[src/rtl/dmsf_pkg.sv]
package dmsf_pkg;

    typedef enum logic [2:0] {
        PH_IDLE  = 3'd0,
        PH_START = 3'd1,
        PH_DATA  = 3'd2,
        PH_PAR   = 3'd3,
        PH_STOP  = 3'd4
    } phase_e;

    typedef enum logic [1:0] {
        PSEL_NONE = 2'b00,
        PSEL_EVEN = 2'b01,
        PSEL_ODD  = 2'b10,
        PSEL_RSVD = 2'b11
    } psel_e;

    typedef struct packed {
        logic manch;
        logic two_stop;
        logic par_en;
        logic par_odd;
    } frame_cfg_t;

    // Parity is inserted only for a real parity choice in level coding.
    function automatic logic parity_active(input logic [1:0] psel, input logic manch);
        return ((psel == PSEL_EVEN) || (psel == PSEL_ODD)) && !manch;
    endfunction

    // Line level for one half of a bit.
    function automatic logic half_level(input logic bitv, input logic second, input logic manch);
        if (manch)
            return second ? bitv : ~bitv;
        return bitv;
    endfunction

endpackage

[src/rtl/dmsf_parity.sv]
module dmsf_parity #(
    parameter int W    = 9,
    parameter int NB_W = 4
) (
    input  logic [W-1:0]    data,
    input  logic [NB_W-1:0] nbits,
    input  logic            odd,
    output logic            par
);
    logic [W-1:0] mask;

    genvar gi;
    generate
        for (gi = 0; gi < W; gi++) begin : g_mask
            assign mask[gi] = (nbits > NB_W'(gi));
        end
    endgenerate

    assign par = (^(data & mask)) ^ odd;
endmodule

[src/rtl/dmsf_seq.sv]
module dmsf_seq
    import dmsf_pkg::*;
#(
    parameter int W     = 9,
    parameter int W_MIN = 5,
    parameter int NB_W  = 4
) (
    input  logic            clk,
    input  logic            rst,
    input  logic            tick,
    input  logic            start,
    input  logic [W-1:0]    data_in,
    input  logic [NB_W-1:0] nbits_in,
    input  logic [1:0]      par_in,
    input  logic            two_stop_in,
    input  logic            manch_in,
    input  logic            par_bit,
    output logic [W-1:0]    data_q,
    output logic [NB_W-1:0] nbits_q,
    output logic            par_odd_q,
    output logic            manch_q,
    output logic            cur_bit,
    output logic            half,
    output logic            busy,
    output logic            done
);
    localparam logic [NB_W-1:0] NB_MAX = NB_W'(W);
    localparam logic [NB_W-1:0] NB_MIN = NB_W'(W_MIN);
    localparam logic [NB_W-1:0] NB_ONE = NB_W'(1);

    phase_e          phase;
    frame_cfg_t      cfg_q;
    logic [NB_W-1:0] idx;
    logic            stop_second;
    logic [NB_W-1:0] nbits_clamped;

    always_comb begin
        if (nbits_in < NB_MIN)
            nbits_clamped = NB_MIN;
        else if (nbits_in > NB_MAX)
            nbits_clamped = NB_MAX;
        else
            nbits_clamped = nbits_in;
    end

    always_ff @(posedge clk) begin
        if (rst) begin
            phase       <= PH_IDLE;
            cfg_q       <= '0;
            data_q      <= '0;
            nbits_q     <= NB_MIN;
            idx         <= '0;
            half        <= 1'b0;
            stop_second <= 1'b0;
            done        <= 1'b0;
        end else begin
            done <= 1'b0;
            if (phase == PH_IDLE) begin
                if (start) begin
                    data_q         <= data_in;
                    nbits_q        <= nbits_clamped;
                    cfg_q.manch    <= manch_in;
                    cfg_q.two_stop <= two_stop_in;
                    cfg_q.par_en   <= parity_active(par_in, manch_in);
                    cfg_q.par_odd  <= (par_in == PSEL_ODD);
                    phase          <= PH_START;
                    half           <= 1'b0;
                    idx            <= '0;
                    stop_second    <= 1'b0;
                end
            end else if (tick) begin
                if (!half) begin
                    half <= 1'b1;
                end else begin
                    half <= 1'b0;
                    unique case (phase)
                        PH_START: begin
                            phase <= PH_DATA;
                            idx   <= '0;
                        end
                        PH_DATA: begin
                            if (idx == nbits_q - NB_ONE)
                                phase <= cfg_q.par_en ? PH_PAR : PH_STOP;
                            else
                                idx <= idx + NB_ONE;
                        end
                        PH_PAR: phase <= PH_STOP;
                        PH_STOP: begin
                            if (cfg_q.two_stop && !stop_second) begin
                                stop_second <= 1'b1;
                            end else begin
                                phase <= PH_IDLE;
                                done  <= 1'b1;
                            end
                        end
                        default: phase <= PH_IDLE;
                    endcase
                end
            end
        end
    end

    always_comb begin
        unique case (phase)
            PH_START: cur_bit = 1'b0;
            PH_DATA:  cur_bit = data_q[idx];
            PH_PAR:   cur_bit = par_bit;
            default:  cur_bit = 1'b1;
        endcase
    end

    assign busy      = (phase != PH_IDLE);
    assign manch_q   = cfg_q.manch;
    assign par_odd_q = cfg_q.par_odd;

    assert_accept_R2: assert property (@(posedge clk) disable iff (rst)
        (!busy && start) |=> busy);

    assert_hold_cfg_R2: assert property (@(posedge clk) disable iff (rst)
        (busy && $past(busy)) |-> ($stable(data_q) && $stable(cfg_q) && $stable(nbits_q)));

    assert_idx_range_R3: assert property (@(posedge clk) disable iff (rst)
        (phase == PH_DATA) |-> (idx < nbits_q));

    assert_half_on_tick_R6: assert property (@(posedge clk) disable iff (rst)
        (busy && !tick) |=> $stable(half));

    assert_no_par_manch_R8: assert property (@(posedge clk) disable iff (rst)
        (phase == PH_PAR) |-> !cfg_q.manch);

    assert_done_end_R9: assert property (@(posedge clk) disable iff (rst)
        $fell(busy) |-> done);

    assert_done_idle_R9: assert property (@(posedge clk) disable iff (rst)
        done |-> !busy);
endmodule

[src/rtl/dmsf_enc.sv]
module dmsf_enc
    import dmsf_pkg::*;
(
    input  logic clk,
    input  logic rst,
    input  logic busy,
    input  logic manch,
    input  logic half,
    input  logic bitv,
    output logic line
);
    assign line = busy ? half_level(bitv, half, manch) : 1'b1;

    assert_manch_mid_R7: assert property (@(posedge clk) disable iff (rst)
        (busy && $past(busy) && manch && half && !$past(half)) |-> (line != $past(line)));

    assert_nrz_hold_R6: assert property (@(posedge clk) disable iff (rst)
        (busy && $past(busy) && !manch && half && !$past(half)) |-> $stable(line));

    assert_idle_high_R9: assert property (@(posedge clk) disable iff (rst)
        !busy |-> line);
endmodule

[src/rtl/dmsf_tx.sv]
module dmsf_tx #(
    parameter int DATA_MAX = 9,
    parameter int DATA_MIN = 5,
    localparam int NB_W    = $clog2(DATA_MAX + 1)
) (
    input  logic                clk,
    input  logic                rst,
    input  logic                tick,
    input  logic                start,
    input  logic [DATA_MAX-1:0] data_in,
    input  logic [NB_W-1:0]     nbits_in,
    input  logic [1:0]          par_in,
    input  logic                two_stop_in,
    input  logic                manch_in,
    output logic                line_out,
    output logic                busy,
    output logic                done
);
    logic [DATA_MAX-1:0] data_q;
    logic [NB_W-1:0]     nbits_q;
    logic                par_odd_q;
    logic                manch_q;
    logic                cur_bit;
    logic                half;
    logic                par_bit;

    dmsf_seq #(.W(DATA_MAX), .W_MIN(DATA_MIN), .NB_W(NB_W)) u_seq (
        .clk         (clk),
        .rst         (rst),
        .tick        (tick),
        .start       (start),
        .data_in     (data_in),
        .nbits_in    (nbits_in),
        .par_in      (par_in),
        .two_stop_in (two_stop_in),
        .manch_in    (manch_in),
        .par_bit     (par_bit),
        .data_q      (data_q),
        .nbits_q     (nbits_q),
        .par_odd_q   (par_odd_q),
        .manch_q     (manch_q),
        .cur_bit     (cur_bit),
        .half        (half),
        .busy        (busy),
        .done        (done)
    );

    dmsf_parity #(.W(DATA_MAX), .NB_W(NB_W)) u_par (
        .data  (data_q),
        .nbits (nbits_q),
        .odd   (par_odd_q),
        .par   (par_bit)
    );

    dmsf_enc u_enc (
        .clk   (clk),
        .rst   (rst),
        .busy  (busy),
        .manch (manch_q),
        .half  (half),
        .bitv  (cur_bit),
        .line  (line_out)
    );
endmodule

[config.mk]
export PLATFORM = sky130hd
export DESIGN_NAME = dmsf_tx
export DESIGN_NICKNAME = d
export VERILOG_FILES = /design/src/rtl/dmsf_pkg.sv /design/src/rtl/dmsf_parity.sv /design/src/rtl/dmsf_seq.sv /design/src/rtl/dmsf_enc.sv /design/src/rtl/dmsf_tx.sv
export SDC_FILE = /design/constraint.sdc
export NUM_CORES = 1
export LEC_CHECK = 0
export BUFFER_PORTS_ARGS = -buffer_cell sky130_fd_sc_hd__buf_2
export CAP_MARGIN = 40
export CORE_MARGIN = 4
export CORE_UTILIZATION = 26
export DETAILED_ROUTE_END_ITERATION = 8
export PLACE_DENSITY = 0.4
export SETUP_SLACK_MARGIN = 0.4
export SLEW_MARGIN = 20
export SYNTH_ARGS = -nofsm -noshare
export SYNTH_HDL_FRONTEND = slang
export SYNTH_SLANG_ARGS = --single-unit
[constraint.sdc]
create_clock -name clk -period 2.55 [get_ports clk]
set_clock_uncertainty 0.15 [all_clocks]
set_input_delay 0.51 -clock clk [delete_from_list [all_inputs] [get_ports clk]]
set_output_delay 0.51 -clock clk [all_outputs]
set_load 0.03 [all_outputs]
## Word-level counts from Yosys, hierarchy flattened

Index checks and enable logic that the tools add are counted.

| cells by class | value |
|---|---|
| $add $sub $neg | 2 |
| $lt $le $gt $ge | 12 |
| eq/ne operators | 11 |
| mux-type cells | 34 |
| bitwise gates (word level) | 6 |
| reduce and logical (&&, ||, !) cells | 19 |

Operators by type and width:

| kind | number |
|---|---|
| two-way mux 4 bit | 7 |
| two-way mux 3 bit | 7 |
| > comparator 4 x 3 -> 1 bit (second input constant) | 4 |
| two-way mux 1 bit | 16 |
| AND reduction 5 bit | 3 |
| case mux 3 bit (4 select lines) | 1 |
| bitwise AND 9 bit | 1 |
| XOR reduction 9 bit | 1 |
| > comparator 4 x 1 -> 1 bit (second input constant) | 2 |
| > comparator 4 x 2 -> 1 bit (second input constant) | 2 |
| > comparator 4 bit (second input constant) | 2 |
| case mux 4 bit (2 select lines) | 1 |
| nonzero test 2 bit | 4 |
| equality test 3 x 2 -> 1 bit (second input constant) | 2 |
| != test 3 x 2 -> 1 bit (second input constant) | 2 |
| nonzero test 3 bit | 2 |
| < comparator 4 x 5 -> 1 bit (second input constant) | 1 |
| OR reduction 5 bit | 1 |
| adder 4 x 1 -> 4 bit (second input constant) | 1 |
| binary-select mux 1 bit (select 4 bit) | 1 |
| equality test 4 bit | 1 |
| < comparator 4 x 3 -> 1 bit (second input constant) | 1 |
| NOT 1 bit | 4 |
| AND reduction 2 bit | 2 |
| 13 further kinds | 15 |

| storage, ports and cells | value |
|---|---|
| register bits | 27 |
| output and inout bits | 3 |
| logic and storage cells | 95 |

## Longest topological paths before layout

| depth | value |
|---|---|
| word-level depth | 10 |
| mapped depth | 10 |
| gate-level depth less buffers | 9 |

## By module

A second synthesis with hierarchy kept.

| unflattened totals | value |
|---|---|
| cells, all modules | 197 |
| area, all modules | 1604.0 um^2 |

By module, submodules not included:

| module | times used | cells each | area each (um^2) | sequential area each (um^2) |
|---|---|---|---|---|
| dmsf_seq | 1 | 170 | 1375.1 | 540.5 |
| dmsf_parity | 1 | 23 | 200.2 | 0.0 |
| dmsf_enc | 1 | 4 | 28.8 | 0.0 |

## Worst setup path after synthesis

Ideal clock, no wire load.

| timing path | value |
|---|---|
| path type | register to output |
| start | register u_seq.nbits_q[0] |
| end | output port line_out |
| arrival | 2.226 ns |
| slack | -0.336 ns |
| cell stages (with the launch flop) | 10 |
| cell sequence | dfxtp_1 -> inv_1 -> ha_1 -> buf_6 -> or3b_1 -> a31o_1 -> a221oi_2 -> xnor2_1 -> a211o_1 -> o211a_1 |

| between the ends | value |
|---|---|
| cells in the longest elaborated chain, start to end | 10 |
| elaborated cells on any way between the ends | 18 |

Ends and longest elaborated chain:

| what | RTL line | text |
|---|---|---|
| from (decl) | dmsf_seq.sv:19 | `output logic [NB_W-1:0] nbits_q,` |
| from (signal assigned) | dmsf_seq.sv:61 | `nbits_q <= nbits_clamped;` |
| > comparator 4 x 1 -> 1 bit (tied with other cells) | dmsf_parity.sv:15 | `assign mask[gi] = (nbits > NB_W'(gi));` |
| bitwise AND 9 bit * | dmsf_parity.sv:19 | `assign par = (^(data & mask)) ^ odd;` |
| XOR reduction 9 bit * | dmsf_parity.sv:19 |  |
| bitwise XOR 1 bit * | dmsf_parity.sv:19 |  |
| case mux 1 bit (3 select lines) * | dmsf_seq.sv:104 | `unique case (phase)` |
| NOT 1 bit | dmsf_pkg.sv:33 | `return second ? bitv : ~bitv;` |
| two-way mux 1 bit | dmsf_pkg.sv:33 |  |
| two-way mux 1 bit | dmsf_pkg.sv:32 | `if (manch)` |
| two-way mux 1 bit * | dmsf_pkg.sv:34 | `return bitv;` |
| two-way mux 1 bit * | dmsf_enc.sv:12 | `assign line = busy ? half_level(bitv, half, manch) : 1'b1;` |
| to (decl) | dmsf_tx.sv:15 | `output logic line_out,` |

Mark *: on every way between the ends. The rest lies on a longest branch, timed or not. The select of a mux whose other input is x is not followed.

## Final worst setup path

| timing path | value |
|---|---|
| start | register u_seq.nbits_q[1] |
| end | output port line_out |

The elaborated chain is that of the path after synthesis.

==> impl_metrics.csv <==
group,metric,value,unit
run_status,status,"complete, but fails checks",
run_status,violations,"setup timing",
sta,fmax,314,MHz
synthesis,yosys-mux-area-fraction,0.0396,
synthesis,netlist_area,1640,sq um
synthesis,syn_inst,214,
final_layout,nets,283,
run,drv_cap,0,
pwr,p_per_area,561,nW/um^2
place,dp_hpwl,3.28,mm
place,port_buffers,23,
die,rows,28,
pwr,ir_drop,0.204,mV
synthesis,synth_edf_count,0,
final_layout,ff_latch_area,544,sq um
synthesis,synth_nets,241,
global_routing,grt_max_degree,19,
critical_path,crit_fanout,3,
critical_path,critPathLaunchType,"flop",
final_layout,layout_common_cells,"40 x nand2_1, 27 x buf_4, 26 x a21oi_1",
final_layout,fill_cells,673,
critical_path,cp.arrival,2.52,ns
sta,finalSetupViolCount,1,
final_layout,final_util,0.345,
clock_network,cts.clk_slew.worst_paths,0.09,ns
synthesis,synth-xor-area-share,0.0831,
die,initial_utilization,0.272,
critical_path,r2r_start,"u_seq.nbits_q[0]",
synthesis,synth-main-ff-cell,"dfxtp_1",
clock_network,post-cts-setup-buffers,0,
sta,hold_violations,0,
synthesis,yosys.area_share.simple,0.249,
clock_network,clockRootBuffer,"clkbuf_8",
synthesis,avgSynthCellArea,7.67,sq um
final_layout,final_layout_size_suffix_gt1_frac,0.271,
sta,rsz0062_at_grt,"yes",
place,gp_congestion,0.805,
drt,post_drt_via_cell_ratio,4.75,
die,boundaryPins,24,
synthesis,synth_top_family_by_area,"simple AND/OR/NAND/NOR gates",
synthesis,ys_types,41,
final_layout,multi_input_area,1030,sq um
synthesis,yosys_warnings,0,
die,core-area,6030,sq um
synthesis,ys_seq_area_frac,0.329,
final_layout,layout_commonest_cell,"nand2_1",
global_routing,grt.total_usage,0.125,
final_layout,num_antenna_cells,0,
drt,postRouteWirelength,4.35,mm
pwr,power_leakage,0.857,nW
global_routing,antenna_found_initial,0,
drt,dr.pass1.iters,5,
sta,setup_slack,-0.632,ns
clock_network,clockBufferDepth,2,
critical_path,required,1.89,ns
global_routing,overflow,0,
clock_network,htree_levels,1,
global_routing,grt_pass1_vias,1575,
synthesis,ys_seq_elements,27,
die,dieWidth,87.5,microns
sta,slew_viol_final,0,
die,die_y,87.5,microns
worst_hold_path,hold_class,"in -> reg",
synthesis,synthArstFlopShare,0,
clock_network,clock_latency,0.28,ns
critical_path,setup.worst_path.end_class,"output port",
drt,drtIter0Drc,72,
drt,vias,1569,
sta,tightest_slew,0.440,ns
clock_network,tritoncts,"built",
sta,finalSetupTns,-0.632,ns
critical_path,worst-setup-path-type,"reg -> out",
final_layout,synthToLayoutAreaGrowth,26.8,%
sta,period_minus_slack,3.18,ns
die,dieArea,7650,sq um
global_routing,grt_pass1_wl,7.43,mm
drt,drc_errors,0,
worst_hold_path,worstHoldStart,"two_stop_in",
clock_network,clkSinkCount,27,
drt,avgRoutedWirePerCell,13.2,microns
sta,slew_headroom,0.706,
critical_path,crit_path_start,"u_seq.nbits_q[1]",
synthesis,synth-adder-area-share,0.0457,
sta,fin_crit_sh,1.25,
clock_network,cts_inserted_buffers,3,
drt,ant_nets,0,
sta,fin_hold_ws,0.308,ns
synthesis,synth-compound-area-share,0.190,
[final timing paths]
path	to	slack (ns)	depth (start not counted)
setup / recovery	line_out	-0.63	10
hold / removal	u_seq.cfg_q[2]	0.31	3
hold reg to reg	u_seq.manch_q	0.32	2
setup reg to reg	u_seq.idx[3]	0.53	10
[flip-flops by register name, indices dropped and copies added (netlist names)]
register,count
u_seq.cfg_q,2
u_seq.nbits_q,4
u_seq.par_odd_q,1
u_seq.phase,3
u_seq.manch_q,1
u_seq.stop_second,1
u_seq.half,1
u_seq.idx,4
u_seq.data_q,9
u_seq.done,1
[power breakdown]
part	switching, W	total, W	internal (W)
Sequential	0.0000480	0.000503	0.000455
Combinational	0.000212	0.000407	0.000195
Clock	0.000147	0.000257	0.000110
[worst max-delay path: stages (launching register included)]
cell      delay [ns]
dfxtp_2         0.33
buf_4           0.13
ha_1            0.16
nand3b_1        0.15
mux2i_1         0.18
xnor2_1         0.16
xnor3_1         0.38
xnor2_2         0.17
a211o_1         0.28
o211a_4         0.13
buf_2           0.17
[final cells by class]
type | count | area share
sequential | 27 | 0.262
tap | 75 | 0.0451
clock inverter | 1 | 0.00241
multi-input combinational | 162 | 0.497
clock buffer | 3 | 0.0198
timing repair buffer | 50 | 0.153
inverter | 12 | 0.0216
[cells by family (layout without fill, tap and decap cells)]
group	after synthesis	count (layout)
xor gates and xnor gates	14	14
AOI/OAI and AO/OA	51	51
buffers and inverters	25	66
muxes	4	4
and+or+nand+nor	87	87
adders and majority gates	6	6
DFF	27	27
[layer usage]
metal / wire (microns) / global-route usage / share of wire
met1: 2260 / 0.171 / 0.52
met2: 1900 / 0.198 / 0.44
met3: 133 / 0.0189 / 0.031
met4: 57 / 0.0418 / 0.013
met5: 0 / 0 / 0
[cell usage after synthesis, drive strengths merged, types with 2 or more instances]
master / count / area (sq um)
ha: 6 / 75.1
clkbuf: 10 / 37.5
nor2b: 2 / 12.5
dfxtp: 27 / 541
nor3: 6 / 30.0
nand3: 5 / 25.0
nand2b: 2 / 12.5
inv: 12 / 45.0
nand4b: 2 / 17.5
o21ai: 8 / 40.0
nor4b: 3 / 26.3
xor2: 7 / 61.3
nand4: 2 / 12.5
nor2: 17 / 63.8
mux4: 2 / 45.0
a21oi: 26 / 130
xnor2: 6 / 52.6
nor3b: 3 / 22.5
nand3b: 2 / 15.0
o21a: 2 / 15.0
o211ai: 2 / 15.0
mux2i: 2 / 20.0
nand2: 40 / 150
o31ai: 3 / 22.5
buf: 3 / 21.3
[stage by stage]
stage	worst slack [ns]	area, sq um	std cells	total power [W]
after floorplan	-0.141	1660	214	0.000766
after global placement	-0.308	2020	326	0.000913
after detailed placement	-0.349	2020	326	0.000909
after CTS	-0.670	2070	330	0.00118
after global routing	-0.743	2080	330	0.00126
final	-0.632	2080	330	0.00117
[what timing repair did]
item	in CTS	in global routing
setup endpoints to repair	1	14
gates resized for setup	1	5
hold buffers	0	0
pin swaps	0	2
Power figures use the tool's default switching activity.
